`src/rtl/tad_pkg.sv`:
```
package tad_pkg;
  localparam int BYTE_W = 8;

  // number of index bits for n items, at least one
  function automatic int idx_bits(input int n);
    return (n > 1) ? $clog2(n) : 1;
  endfunction
endpackage

```
`src/rtl/tad_lane_swap.sv`:
```
module tad_lane_swap #(
  parameter int DATA_W = 32
) (
  input  logic              en,
  input  logic [DATA_W-1:0] din,
  output logic [DATA_W-1:0] dout
);
  localparam int LANES = DATA_W / tad_pkg::BYTE_W;
  localparam int BW    = tad_pkg::BYTE_W;

  logic [DATA_W-1:0] rev;

  genvar k;
  generate
    for (k = 0; k < LANES; k++) begin : g_lane
      assign rev[k*BW +: BW] = din[(LANES-1-k)*BW +: BW];
    end
  endgenerate

  assign dout = en ? rev : din;
endmodule

```
`src/rtl/tad_bar_cmp.sv`:
```
module tad_bar_cmp #(
  parameter int ADDR_W  = 32,
  parameter int ENTRIES = 4
) (
  input  logic [ADDR_W-1:0]         addr,
  input  logic [ENTRIES*ADDR_W-1:0] base,
  input  logic [ENTRIES*ADDR_W-1:0] mask,
  output logic [ENTRIES-1:0]        hit
);
  genvar i;
  generate
    for (i = 0; i < ENTRIES; i++) begin : g_ent
      logic [ADDR_W-1:0] b, m;
      assign b = base[i*ADDR_W +: ADDR_W];
      assign m = mask[i*ADDR_W +: ADDR_W];
      // an all-zero mask marks the entry as switched off
      assign hit[i] = (|m) && (((addr ^ b) & m) == '0);
    end
  endgenerate
endmodule

```
`src/rtl/tad_region_cmp.sv`:
```
module tad_region_cmp #(
  parameter int ADDR_W  = 32,
  parameter int REGIONS = 4,
  parameter int IDX_W   = 2
) (
  input  logic [ADDR_W-1:0]         addr,
  input  logic [REGIONS*ADDR_W-1:0] lo,
  input  logic [REGIONS*ADDR_W-1:0] hi,
  output logic                      any,
  output logic [IDX_W-1:0]          idx
);
  logic [REGIONS-1:0] match;

  genvar i;
  generate
    for (i = 0; i < REGIONS; i++) begin : g_rgn
      assign match[i] = (addr >= lo[i*ADDR_W +: ADDR_W]) &&
                        (addr <= hi[i*ADDR_W +: ADDR_W]);
    end
  endgenerate

  // scan from the top so the lowest matching number is kept
  always_comb begin
    any = 1'b0;
    idx = '0;
    for (int r = REGIONS-1; r >= 0; r--) begin
      if (match[r]) begin
        any = 1'b1;
        idx = IDX_W'(r);
      end
    end
  end
endmodule

```
`src/rtl/tad_top.sv`:
```
module tad_top #(
  parameter int ADDR_W  = 32,
  parameter int DATA_W  = 32,
  parameter int NUM_BAR = 2,
  parameter int NUM_RGN = 4,
  localparam int NB     = 2 * NUM_BAR,
  localparam int IDX_W  = tad_pkg::idx_bits(NUM_RGN)
) (
  input  logic                      clk,
  input  logic                      rst,
  input  logic [NB*ADDR_W-1:0]      bar_base,
  input  logic [NB*ADDR_W-1:0]      bar_mask,
  input  logic [NUM_RGN*ADDR_W-1:0] rgn_lo,
  input  logic [NUM_RGN*ADDR_W-1:0] rgn_hi,
  input  logic                      addr_valid,
  input  logic [ADDR_W-1:0]         addr,
  input  logic                      is_write,
  input  logic [DATA_W-1:0]         wr_data_in,
  input  logic                      rd_in_valid,
  input  logic [DATA_W-1:0]         rd_in_data,
  output logic                      dec_valid,
  output logic                      bar_hit,
  output logic                      swap,
  output logic                      region_hit,
  output logic [IDX_W-1:0]          region_idx,
  output logic                      mem_req,
  output logic                      mem_we,
  output logic [DATA_W-1:0]         wr_data_out,
  output logic                      rd_out_valid,
  output logic [DATA_W-1:0]         rd_out_data
);
  logic [NB-1:0]     bhit;
  logic              plain_any, swap_any, bar_any, swap_win;
  logic              rgn_any;
  logic [IDX_W-1:0]  rgn_sel;
  logic [DATA_W-1:0] wr_conv, rd_conv;

  tad_bar_cmp #(.ADDR_W(ADDR_W), .ENTRIES(NB)) u_bar (
    .addr(addr), .base(bar_base), .mask(bar_mask), .hit(bhit)
  );

  tad_region_cmp #(.ADDR_W(ADDR_W), .REGIONS(NUM_RGN), .IDX_W(IDX_W)) u_rgn (
    .addr(addr), .lo(rgn_lo), .hi(rgn_hi), .any(rgn_any), .idx(rgn_sel)
  );

  assign plain_any = |bhit[NUM_BAR-1:0];
  assign swap_any  = |bhit[NB-1:NUM_BAR];
  assign bar_any   = plain_any | swap_any;
  assign swap_win  = swap_any & ~plain_any;

  tad_lane_swap #(.DATA_W(DATA_W)) u_wswap (
    .en(swap_win), .din(wr_data_in), .dout(wr_conv)
  );

  tad_lane_swap #(.DATA_W(DATA_W)) u_rswap (
    .en(swap), .din(rd_in_data), .dout(rd_conv)
  );

  // decode stage: strobes every cycle, flags held between address phases
  always_ff @(posedge clk) begin
    if (rst) begin
      dec_valid   <= 1'b0;
      mem_req     <= 1'b0;
      mem_we      <= 1'b0;
      bar_hit     <= 1'b0;
      swap        <= 1'b0;
      region_hit  <= 1'b0;
      region_idx  <= '0;
      wr_data_out <= '0;
    end else begin
      dec_valid <= addr_valid;
      mem_req   <= addr_valid & bar_any & rgn_any;
      mem_we    <= addr_valid & bar_any & rgn_any & is_write;
      if (addr_valid) begin
        bar_hit     <= bar_any;
        swap        <= swap_win;
        region_hit  <= bar_any & rgn_any;
        region_idx  <= (bar_any & rgn_any) ? rgn_sel : '0;
        wr_data_out <= wr_conv;
      end
    end
  end

  // return path uses the flags held before this edge
  always_ff @(posedge clk) begin
    if (rst) begin
      rd_out_valid <= 1'b0;
      rd_out_data  <= '0;
    end else begin
      rd_out_valid <= rd_in_valid;
      if (rd_in_valid)
        rd_out_data <= region_hit ? rd_conv : '1;
    end
  end
endmodule

```
`config.mk`:
```
export PLATFORM = sky130hd
export DESIGN_NAME = tad_top
export DESIGN_NICKNAME = d
export VERILOG_FILES = /design/src/rtl/tad_pkg.sv /design/src/rtl/tad_lane_swap.sv /design/src/rtl/tad_bar_cmp.sv /design/src/rtl/tad_region_cmp.sv /design/src/rtl/tad_top.sv
export SDC_FILE = /design/constraint.sdc
export NUM_CORES = 1
export LEC_CHECK = 0
export ABC_AREA = 1
export BUFFER_PORTS_ARGS = -buffer_cell sky130_fd_sc_hd__buf_4
export CORE_AREA = 2 2 264 266
export DETAILED_ROUTE_END_ITERATION = 8
export DIE_AREA = 0 0 266 268
export GPL_TIMING_DRIVEN = 1
export PLACE_DENSITY = 0.39
export SLEW_MARGIN = 20
export SYNTH_ARGS = -nofsm -noshare
export SYNTH_HDL_FRONTEND = slang
export SYNTH_SLANG_ARGS = --single-unit
```
`constraint.sdc`:
```
create_clock -name clk -period 5.6 [get_ports clk]
set_clock_uncertainty 0.2 [all_clocks]
set_input_delay 1.12 -clock clk [delete_from_list [all_inputs] [get_ports clk]]
set_output_delay 1.12 -clock clk [all_outputs]
set_load 0.03 [all_outputs]
```
# == Word-level counts from Yosys, hierarchy flattened ==
# Cells that the tools add are included.
# totals
out_inout_bits,73
elab_cells,63
register_bits,73
inputBits,613
# op_classes
order_cmp,8
n_reduce_logical,18
bitwise,15
n_mux,12
# op_table
cell,count
$and A32 B32 Y32,4
$ge A32 B32 Y1,4
$le A32 B32 Y1,4
$logic_not A32 Y1,4
$reduce_or A32 Y1,4
$xor A32 B32 Y32,4
$mux W32,3
$mux W2,5
$logic_and A1 B1 Y1,8
$and A1 B1 Y1,5
$mux W1,4
$reduce_or A2 Y1,2
$not A1 Y1,1
$or A1 B1 Y1,1

# == Depth between registers and ports, before layout ==
# Gate-level depths: netlist of run 1.
# depth
ltp_word,9
ltp_mapped,20
ltp_nobuf,20

# == Hierarchy ==
# A second synthesis of run 1 with hierarchy kept.
# hier_totals
cells_unflattened,2277
hier_area_um2,13176.4
# by_module_without_submodules
module,cells_each,seq_area_each_um2,instances,area_per_inst_um2
tad_region_cmp,1068,0.0,1,6710.2
tad_bar_cmp,683,0.0,1,2911.5
tad_top,318,1461.4,1,2566.2
tad_lane_swap,104,0.0,2,494.2

# == Worst setup path before layout of run 1 ==
# Ideal clock, no wire load.
# synth_timing
path_kind,input to register
startpoint,input port rgn_hi[63]
endpoint,register region_idx[0]
n_path_buf,0
arrival_time_ns,2.474
path_slack_ns,2.814
setup_time_ns,0.112
t_required_ns,5.288
stages,15
path_cell_list,inv_1 > ha_1 > nand2_1 > nor2_1 > nand4_1 > nor4_1 > nand2_1 > nand2_1 > nand2_1 > nand2_1 > nand2_1 > nand2_1 > nand2_1 > nand2_1 > nand2_1
# synth_via
elab_chain_len,6
word_cells_on_any_way,8
classes_between,1 x order compare; 5 x mux; 1 x bitwise; 1 x reduce/logical
# synth_lines
element,line_no,text
from (decl),tad_top.sv:14,"input logic [NUM_RGN*ADDR_W-1:0] rgn_hi,"
$le A32 B32 Y1 (*),tad_region_cmp.sv:18,(addr <= hi[i*ADDR_W +: ADDR_W]);
$logic_and A1 B1 Y1 (*),tad_region_cmp.sv:17,assign match[i] = (addr >= lo[i*ADDR_W +: ADDR_W]) &&
$mux W1 (2 in a row),tad_region_cmp.sv:27,if (match[r]) begin
$and A1 B1 Y1,tad_top.sv:78,region_idx <= (bar_any & rgn_any) ? rgn_sel : '0;
$mux W2 (*),tad_top.sv:78,
to (signal assigned),tad_top.sv:78,
to (decl),tad_top.sv:25,"output logic [IDX_W-1:0] region_idx,"
# Every way passes the cells marked *; elsewhere a longest branch is shown, timed or not.
# A chain may end at the register's enable or synchronous reset.

# == Final worst setup path of run 1 ==
# layout_timing
startpoint,input port addr[16]
endpoint,register wr_data_out[12]
# layout_via
elab_chain_len,8
word_cells_on_any_way,21
classes_between,1 x mux; 10 x bitwise; 10 x reduce/logical
# layout_lines
element,line_no,text
from (decl),tad_top.sv:16,"input logic [ADDR_W-1:0] addr,"
$xor A32 B32 Y32,tad_bar_cmp.sv:17,assign hit[i] = (|m) && (((addr ^ b) & m) == '0);
$and A32 B32 Y32,tad_bar_cmp.sv:17,
$logic_not A32 Y1,tad_bar_cmp.sv:17,
$logic_and A1 B1 Y1,tad_bar_cmp.sv:17,
$reduce_or A2 Y1,tad_top.sv:46,assign plain_any = |bhit[NUM_BAR-1:0];
$not A1 Y1,tad_top.sv:49,assign swap_win = swap_any & ~plain_any;
$and A1 B1 Y1 (*),tad_top.sv:49,
$mux W32 (*),tad_lane_swap.sv:20,assign dout = en ? rev : din;
to (signal assigned),tad_top.sv:79,wr_data_out <= wr_conv;
to (decl),tad_top.sv:28,"output logic [DATA_W-1:0] wr_data_out,"
# Marks and branches as above.

==> metrics, run 1 <==
status=complete, no violations; PD cells=129 nW/um^2; ys async rst share=0%; dpl cell area=18700 um^2; Ports=686; drc violations=0; Area Overhead vs Synth=51.5%; WP data arrival=3.89 ns; M1 GR Usage=25.3%; Netlist Area Pre-Place=12600 um^2; WHS=0.259 ns; CTS sink cnt=73; post-DP HPWL=71500 um; Yosys warnings=0; WL/cell=21.7 um; commonest non-fill, non-tap cells in the layout=689 x buf_4, 603 x nand2_1, 394 x inv_1, 256 x ha_1, 221 x nor2_1; RSZ-0062 raised after global routing=no; HP Class=flop to flop; Worst Tran Pin Value=1.01 ns; Post-Layout Inst Area=19100 um^2; CP Data Required Time=5.67 ns; Post-Syn Instances=2153; PortBufs=685; Worst Setup End Kind=flop; Setup crit start kind=input port; H-tree Lvls=3; post-cts sizing count=0; fin crit share=68.2%; setup TNS=0 ns; hold path cells=2; Fill cells=7776; highest ir drop seen on vdd=0.138 mV; met2 GRT Util=41.1%; Final Setup Violations=0; synth unique cells=29; die width=266 um; Via Count=16100; mean area per synthesized cell=5.84 um^2; Yosys reg bits=73; Post-CTS Setup Bufs=0; Final Critical Period=3.82 ns; ANT nets after route=0; DRT iter0 DRCs=879; final WL=80700 um; fmax=0.262 GHz; max_cap viols=0; gpl congestion=0.946; register area share after synthesis=11.6%; core area=68200 um^2; largest net degree at the start of global routing=38; commonest non-fill, non-tap cell in the layout=buf_4; Worst Setup Path Type=input port to flop; initial antenna violation count=17; Reg2Reg Depth=5; critical path fanouts, max=34; row count=96; Die Ht=268 um; Design Power=0.00245 W; Slew Limit Fails=0; Most Crowded Layer GR=met2; number of synthesized flops with an enable pin=0; ys flop type=dfxtp_1; Leak=10.9 nW; Final Hold Viols=0; Global Route Usage Sum=21.9%; Worst-path clk slew=0.06 ns; hold buffer count at CTS=0; full die area=71300 um^2; GRT overflow=0; normalized max-slew margin=32.7%; met3 usage=4.50%; drt pass-1 iters=5; DR vias/cell=4.34; Synthesized Nets=3022; CTS tree=built; vias in the first global route=16300; layout cells sized above 1=25.2%; Clk Latency, worst-skew pair=0.33 ns; Bufs on Longest Clock Path=2; Initial Util=18.4%; global-route wire length before repair=113000 um; Num CTS Buffers=9; root buffer cell=clkbuf_16; number of nets in the layout=3693
[synth_stat cells (2+ instances only)]
master | number | area [um^2]
a21oi_1 | 122 | 611
and3_1 | 3 | 18.8
buf_2 | 3 | 15.0
buf_6 | 3 | 33.8
clkbuf_1 | 23 | 86.3
dfxtp_1 | 73 | 1460
ha_1 | 256 | 3200
inv_1 | 394 | 1480
inv_2 | 3 | 11.3
nand2_1 | 603 | 2260
nand3_1 | 169 | 846
nand3b_1 | 2 | 15.0
nand4_1 | 23 | 144
nor2_1 | 222 | 833
nor3_1 | 8 | 40.0
nor4_1 | 4 | 25.0
o211ai_1 | 38 | 285
o21a_1 | 12 | 90.1
o21ai_0 | 36 | 180
o21ai_1 | 67 | 335
o21bai_1 | 5 | 37.5
or2_1 | 69 | 432
xor2_1 | 9 | 78.8
[metal layers]
| layer | share of wire (%) | up-vias |
|---|---|---|
| met5 | 0.11 | - |
| met4 | 2.1 | 14 |
| met3 | 6.1 | 61 |
| met2 | 51 | 506 |
| met1 | 40 | 7313 |
| li1 | - | 8250 |
[kinds of logic after synthesis]
kind of cell / share of synthesized area, %
xor gates and xnor gates: 0.627
AOI/OAI and AO/OA: 12.4
buffers and inverters: 12.9
DFF: 11.6
and+or+nand+nor: 37.0
adders and majority gates: 25.5
[critical path: stages]
cell and delay (ns):
buf_4 0.24, or2_1 0.27, nand3_1 0.07, o21ai_1 0.06
nor2_1 0.35, nand2_1 0.10, nor2_1 0.12, nand3_1 0.13
nand2_2 0.13, nand3_4 0.38, inv_2 0.63, nor2_1 0.08
o21ai_1 0.15
[registers in the layout (all words and copies together) (netlist names)]
register / count
rd_out_data: 32
wr_data_out: 32
region_idx: 2
bar_hit: 1
dec_valid: 1
mem_req: 1
mem_we: 1
rd_out_valid: 1
region_hit: 1
swap: 1
[final cells by class]
| type | instances | area, um^2 | share of cell area, % |
|---|---|---|---|
| Inverter | 397 | 1490 | 7.82 |
| Multi-Input combinational cell | 1654 | 9500 | 49.8 |
| Antenna cell | 10 | 25.0 | 0.131 |
| Tap cell | 882 | 1100 | 5.79 |
| Clock inverter | 4 | 52.6 | 0.276 |
| Sequential cell | 73 | 1460 | 7.67 |
| Clock buffer | 11 | 253 | 1.33 |
| Timing Repair Buffer | 689 | 5170 | 27.1 |
[stage by stage]
step / utilization (%) / instances / setup WS, ns
global placement: 27.4 / 3695 / 1.45
finish: 27.9 / 3720 / 1.78
floorplan: - / 2153 / 2.81
CTS: 27.9 / 3710 / 1.78
global route: 27.9 / 3719 / 1.51
detailed placement: 27.4 / 3695 / 1.42
[path summary, 6_finish.rpt]
path,slack [ns],endpoint,startpoint
worst max register to register,3.65,rd_out_data[0],region_hit
worst max-delay path,1.78,wr_data_out[12],addr[16]
worst min register to register,0.26,region_idx[0],region_idx[0]
worst min-delay path,0.26,region_idx[0],region_idx[0]
[report_power, final]
group | internal [W] | switching (W)
registers | 0.000551 | 0.0000190
logic | 0.000583 | 0.000703
clock network | 0.000368 | 0.000227
(Power assumes the default switching activity.)
==> run 2, diff against run 1 <==
Settings changed: ABC_AREA 1 to 0, CORE_AREA 2 2 264 266 to 2 2 266 268, DIE_AREA 0 0 266 268 to 0 0 268 270, PLACE_DENSITY 0.39 to 0.38.
Clock period 5.6 ns to 3.1 ns, I/O delays scaled along.
==> run 2 against run 1 <==
  * Final area is 5.1% higher
  * Core utilization rose by 0.86 points
  * Global-route usage up 0.46 points
  * Critical path depth up 1
  * Die area grew 1.5%
  * Sequential share of layout area is 0.37 points lower
  * Setup slack got worse by 1.7 ns
  * Area after synthesis down 9.1%
  * Synthesized cell count down 31%
  * Critical path type unchanged
==> metrics, run 2 <==
Post-Syn Instances=1489 (-31%); WL/cell=25.4 um (+17%); H-tree Lvls=3 (unchanged); largest stage delay on the critical path=0.26 ns (-0.37 ns); synth unique cells=50 (+72%); Synth area leader=ha_1; CP top delay family=buffers and inverters; number of synthesized flops with an enable pin=0 (unchanged); Fill cells=7690 (-1.1%); commonest non-fill, non-tap cells in the layout=878 x buf_4, 259 x inv_1, 256 x ha_1, 125 x xor2_1, 101 x a21oi_1; Ports=686 (unchanged); WP buf/inv=6 (+4); Worst Setup End Kind=flop; full die area=72400 um^2 (+1.5%); post-DP HPWL=76000 um (+6.4%); fin cells=3321 (-11%); leading post-synthesis cells by cell area=ha_1 28%, dfxtp_1 13%, xor2_1 9.8%; hold path start=bar_hit; Clk Latency, worst-skew pair=0.34 ns (about the same); crit path from=addr[8]; hold path cells=1 (-1); dpl cell area=19400 um^2 (+3.6%); Post-Layout Inst Area=20000 um^2 (+5.1%); Reg2Reg Depth=4 (-1); Bufs on Longest Clock Path=2 (unchanged); PD cells=239 nW/um^2 (+86%); FF-to-FF setup slack=1.58 ns (-2.07 ns); Post-synth top cells=259 x inv_1, 256 x ha_1, 128 x xor2_1; Final Setup Violations=0 (unchanged); max_cap viols=0 (unchanged); gpl congestion=0.978 (+3.4%); largest registers=rd_out_data x32, wr_data_out x32, region_idx x2; Hold EP=bar_hit; row count=97 (+1.0%); placed cell count=3298 (-11%); DR vias/cell=4.44 (+2.2%); initial antenna violation count=10 (-7); CTS tree=built; Via Count=14700 (-8.8%); Final Hold Viols=0 (unchanged); Leak=10.5 nW (-3.6%); Yosys reg bits=73 (unchanged); Area Overhead vs Synth=75.2%; core area=69500 um^2 (+1.9%); PortBufs=685 (unchanged); HP Class=flop to flop; ys flop type=dfxtp_1; Die Ht=270 um (+0.75%); global-route wire length before repair=114000 um (+0.99%); critical path fanouts, max=6 (-82%); Worst Setup Path Type=input port to flop; Slowest cell on crit path=nor3_2; Setup crit start kind=input port; Global Route Usage Sum=22.4% (+0.46 points); share of the synthesized area in the top cell type=28.0% (+2.6 points); Design Power=0.00478 W (+95%); status=complete, no violations; pre-CTS WS=-0.626 ns (-2.04 ns); commonest non-fill, non-tap cell in the layout=buf_4; reg2reg end=rd_out_data[19]; Final Critical Period=3.04 ns; die width=268 um (+0.75%); min setup slack post-route=0.0574 ns (-1.72 ns); fin crit share=98.1%; setup TNS=0 ns (unchanged); GRT overflow=0 (unchanged); Slew Limit Fails=0 (unchanged); ys async rst share=0% (unchanged); CP Data Required Time=3.15 ns (-2.52 ns); Yosys warnings=0 (unchanged); cell mode on critical path=buf_4; root buffer cell=clkbuf_16; register area share after synthesis=12.8% (+1.2 points); CTS sink cnt=73 (unchanged); fmax=0.329 GHz; dominant cell by count in the synthesized netlist=inv_1; number of nets in the layout=3241 (-12%); critical path, cell by cell=buf_4, buf_4, xor2_2, a22oi_2, buf_4, nand4_1, nor3_2, buf_4, a22oi_2, nor2b_4, buf_6, buf_12, mux2i_4, a211oi_1; multi-input logic area=9100 um^2 (-4.2%); drt pass-1 iters=5 (unchanged); Netlist Area Pre-Place=11400 um^2 (-9.1%); ANT nets after route=0 (unchanged); layout cells sized above 1=41.4% (+16 points); final WL=84200 um (+4.4%); drc violations=0 (unchanged); Reg area=1460 um^2 (unchanged); Worst-path clk slew=0.06 ns (about the same); normalized max-slew margin=45.7% (+13 points); vias in the first global route=15700 (-4.0%); Worst Tran Pin Value=0.807 ns (-0.202 ns); Reg-to-Reg Start=swap; mean area per synthesized cell=7.67 um^2 (+31%); hold buffer count at CTS=0 (unchanged); WP data arrival=3.09 ns (-0.80 ns); DRT iter0 DRCs=774 (-12%); largest net degree at the start of global routing=68 (+79%); Initial Util=16.4% (-2.0 points); Synthesized Nets=2358 (-22%); Num CTS Buffers=9 (unchanged); highest ir drop seen on vdd=0.217 mV (+58%)
run 2: logic make-up (layout without fill, tap and decap cells):
kind of cell    Yosys count  in the layout  share of synthesized area (%)
compound gates          342            342                           19.3
simple gates            336            336                           14.4
buf+inv                 289           1177                           9.62
fa+ha+maj               256            256                           28.0
xor+xnor                128            128                           9.81
flops                    73             73                           12.8
mux                      65             65                           6.04
other cells               0              4                              0
run 2: how the worst max path moves through the flow:
stage,to,slack [ns],cells after the start
after floorplan,region_idx[0],0.11,10
after global placement,region_idx[0],-0.60,12
after detailed placement,wr_data_out[6],-0.63,13
after CTS,wr_data_out[6],-0.001,13
after global routing,wr_data_out[9],-0.02,13
final,wr_data_out[6],0.06,14
run 2: final cells by class:
type	count	share of cell area, %
Multi-Input combinational cell	1127	45.4
Timing Repair Buffer	902	35.0
Sequential cell	73	7.30
Tap cell	940	5.87
Inverter	259	4.86
Clock buffer	11	1.26
Clock inverter	5	0.194
Antenna cell	4	0.0500
run 2: timing repair:
| item | CTS | global route |
|---|---|---|
| cloned | 0 | 2 |
| pin swaps | 0 | 13 |
| resized for setup | 12 | 39 |
| buffers inserted | 0 | 3 |
| setup endpoints to repair | 38 | 34 |
run 2: power breakdown:
part	internal, W	leakage, nW	switching, W	total [W]
Clock	0.000591	0.142	0.000456	0.00105
Sequential	0.000998	0.608	0.0000327	0.00103
Combinational	0.00132	9.74	0.00138	0.00271
Total	0.00291	10.5	0.00187	0.00478
run 2: stage by stage:
| step | hold slack, ns | util [%] |
|---|---|---|
| final | 0.261 | 28.8 |
| after global routing | 0.257 | 28.8 |
| after detailed placement | 0.257 | 27.9 |
| after global placement | 0.246 | 27.9 |
| after floorplan | 0.368 | - |
| after CTS | 0.251 | 28.4 |
run 2: routing by layer:
layer  global-route usage [%]  routed length (um)
met5                        0                  36
met4                     4.13                1650
met3                     3.57                4440
met2                     41.2               42500
met1                     27.2               35600
==> run 3, diff against run 2 <==
Settings changed: CAP_MARGIN from default to 15, CORE_AREA 2 2 266 268 to 2 2 267 269, DIE_AREA 0 0 268 270 to 0 0 269 271, PLACE_DENSITY 0.38 to 0.39, SYNTH_HIERARCHICAL from default to 1.
==> run 3 against run 2 <==
  * Combinational power grew 9.2%
  * Die area grew 0.74%
  * The flow now finishes with violations (setup timing)
  * Global-route usage is essentially flat
  * Wire length grew 1.2%
  * Clock power shrank 4%
  * Sequential share of layout area shrank 0.63 points
  * Critical endpoint is now wr_data_out[21]
  * Core utilization grew 2.7 points
  * Setup slack lost 0.23 ns
  * Register-to-register slack lost 0.49 ns
  * Critical path depth is the same
  * Cell count grew 1.7%
  * Worst hold slack gained 0.017 ns
==> metrics, run 3 <==
min setup slack post-route=-0.176 ns (-0.233 ns); Yosys warnings=6 (+6); placed cell count=3336 (+1.2%); number of synthesized flops with an enable pin=0 (unchanged); DR vias/cell=4.42 (-0.45%); Synthesized Nets=2353 (-0.21%); Num CTS Buffers=9 (unchanged); fin crit share=106% (+7.5 points); register area share after synthesis=12.0% (-0.82 points); largest net degree at the start of global routing=66 (-2.9%); share of the synthesized area in the top cell type=26.2% (-1.8 points); Leak=11.6 nW (+11%); PortBufs=685 (unchanged); full die area=72900 um^2 (+0.74%); fin cells=3377 (+1.7%); Final Hold Viols=0 (unchanged); post-DP HPWL=74700 um (-1.7%); Via Count=14900 (+1.2%); H-tree Lvls=3 (unchanged); Critical path destination=wr_data_out[21]; Worst Tran Pin Value=0.688 ns (-0.118 ns); Worst Setup End Kind=flop; number of nets in the layout=3298 (+1.8%); WP data arrival=3.28 ns (+0.19 ns); commonest non-fill, non-tap cells in the layout=902 x buf_4, 282 x inv_1, 236 x ha_1, 125 x xor2_1, 85 x nor2_1; Bufs on Longest Clock Path=2 (unchanged); dominant cell by count in the synthesized netlist=inv_1; Synth area leader=ha_1; violated checks=setup timing; max_cap viols=0 (unchanged); Die Ht=271 um (+0.37%); final WL=85200 um (+1.2%); clock power share=20.1% (-1.8 points); normalized max-slew margin=54.1% (+8.4 points); mean area per synthesized cell=8.23 um^2 (+7.2%); ANT nets after route=0 (unchanged); gpl congestion=0.986 (+0.79%); reg2reg end=rd_out_data[31]; highest ir drop seen on vdd=0.245 mV (+13%); combinational share of power=59.3% (+2.7 points); Yosys reg bits=73 (unchanged); WHS=0.277 ns (+0.0168 ns); drt pass-1 iters=5 (unchanged); Final Critical Period=3.28 ns (+0.233 ns); ys flop type=dfxtp_1; CP Data Required Time=3.10 ns (-0.05 ns); Switching Share=38.4% (-0.73 points); Post-synth top cells=286 x inv_1, 256 x ha_1, 128 x xor2_1; row count=97 (unchanged); global-route wire length before repair=115000 um (+1.3%); synth unique cells=64 (+28%); Initial Util=17.5% (+1.1 points); commonest non-fill, non-tap cell in the layout=buf_4; die width=269 um (+0.37%); fmax=0.305 GHz (-7.1%); PD cells=227 nW/um^2 (-4.9%); Worst-path clk slew=0.06 ns (about the same); FF-to-FF setup slack=1.09 ns (-0.49 ns); leading post-synthesis cells by cell area=ha_1 26%, dfxtp_1 12%, xor2_1 9.2%; Slew Limit Fails=0 (unchanged); Post-Syn Instances=1484 (-0.34%); critical path fanouts, max=6 (unchanged); ys async rst share=0% (unchanged); power share of the sequential group=20.6% (-1.0 points); layout cells sized above 1=47.3% (+5.9 points); core area=69800 um^2 (+0.35%); vias in the first global route=15800 (+0.97%); status=finished, violations left; crit path from=addr[10]; CTS sink cnt=73 (unchanged); drc violations=0 (unchanged); Final Setup Violations=36 (+36); DRT iter0 DRCs=667 (-14%); CTS tree=built; Clk Latency, worst-skew pair=0.34 ns (about the same); Int Pwr=0.00307 W (+5.5%); Final Util=31.4% (+2.7 points); initial antenna violation count=6 (-4); GRT overflow=0 (unchanged); Setup crit start kind=input port; Worst Setup Path Type=input port to flop; RSZ-0062 raised after global routing=yes; root buffer cell=clkbuf_16; Netlist Area Pre-Place=12200 um^2 (+6.8%); HP Class=flop to flop; Reg-to-Reg Start=swap; largest registers=rd_out_data x32, wr_data_out x32, region_idx x2; Global Route Usage Sum=22.4% (+0.025 points); Reg2Reg Depth=4 (unchanged); Area Overhead vs Synth=79.8%; Design Power=0.00499 W (+4.3%); Ports=686 (unchanged); NetSw=0.00192 W (+2.3%); WL/cell=25.2 um (-0.53%)
==> run 3: cell types whose count changed after synthesis, sizes merged, moves of 14 or more <==
cell    change
inv        +27
nor2       -14
mux2       +32
a311oi     +31
o22ai      -32
nand2      -33
buf        +18
o21ai      -17
a21o       +18
clkbuf     -16
a211oi     -33
==> run 3: cell type report <==
type / instances / area (um^2)
diodes: 3 / 7.51
well taps: 940 / 1180
flip-flops and latches: 73 / 1460
repair buffers: 966 / 7800
multi-input cells: 1093 / 10100
inverters: 286 / 1080
clock buffers: 14 / 264
clock inverters: 2 / 12.5
fillers: 7544 / 47800
==> run 3: metrics by stage <==
stage | setup TNS [ns] | area, um^2 | setup slack (ns)
4_1_cts | -4.11 | 21600 | -0.162
6_report | -4.55 | 21900 | -0.176
5_1_grt | -7.65 | 21900 | -0.254
3_3_place_gp | -30.56 | 20400 | -0.858
3_5_place_dp | -32.55 | 20400 | -0.983
2_1_floorplan | 0 | 12200 | 0.0540
==> run 3: repair_timing <==
item                       4_1_cts  5_1_grt
gates resized for setup        144       48
pin swaps                       38       32
hold buffers                     0        0
cloned                           1        1
setup endpoints to repair       39       38
setup buffers                   17        5
==> run 3: cells by family after synthesis <==
kind of cell / share of synthesized area, %
and+or+nand+nor: 13.6
muxes: 10.4
DFF: 12.0
AOI/OAI and AO/OA: 17.5
xor gates and xnor gates: 9.18
buffers and inverters: 11.1
adders and majority gates: 26.2
==> run 3: layer usage <==
layer  vias to the layer above  track usage (%)  wire [um]
met5                         -                0         30
met4                         4             3.39       1220
met3                        51             4.10       4940
met2                       543             40.7      42500
met1                      7080             27.6      36500
li1                       7232                -          -
==> run 3: worst max-delay path, cell delays in order <==
cell and delay (ns):
buf_4 0.14, buf_6 0.16, xor2_1 0.15, a22oi_1 0.33
nand4_1 0.22, nor4_4 0.41, buf_4 0.20, nor2_4 0.04
nor3_2 0.12, buf_6 0.21, clkbuf_16 0.18, mux2_4 0.29
mux2i_1 0.14, nor2_1 0.05
==> run 3: how the worst min path moves through the flow <==
| stage | startpoint | slack (ns) | cells after the start | endpoint |
|---|---|---|---|---|
| 6_report | rd_out_data[10] | 0.28 | 2 | rd_out_data[10] |
| 5_1_grt | rd_out_data[19] | 0.29 | 2 | rd_out_data[19] |
| 4_1_cts | rd_out_data[10] | 0.28 | 2 | rd_out_data[10] |
| 3_5_place_dp | rd_out_data[10] | 0.27 | 2 | rd_out_data[10] |
| 3_3_place_gp | rd_out_data[27] | 0.27 | 2 | rd_out_data[27] |
| 2_1_floorplan | rd_out_data[14] | 0.40 | 2 | rd_out_data[14] |
==> run 3: power groups by stage <==
stage          Clock [W]  Combinational, W  Sequential, W
6_report         0.00101           0.00296        0.00103
5_1_grt          0.00109           0.00319        0.00103
4_1_cts          0.00105           0.00292        0.00103
3_5_place_dp           0           0.00275        0.00105
3_3_place_gp           0           0.00272        0.00105
2_1_floorplan          0          0.000939        0.00115
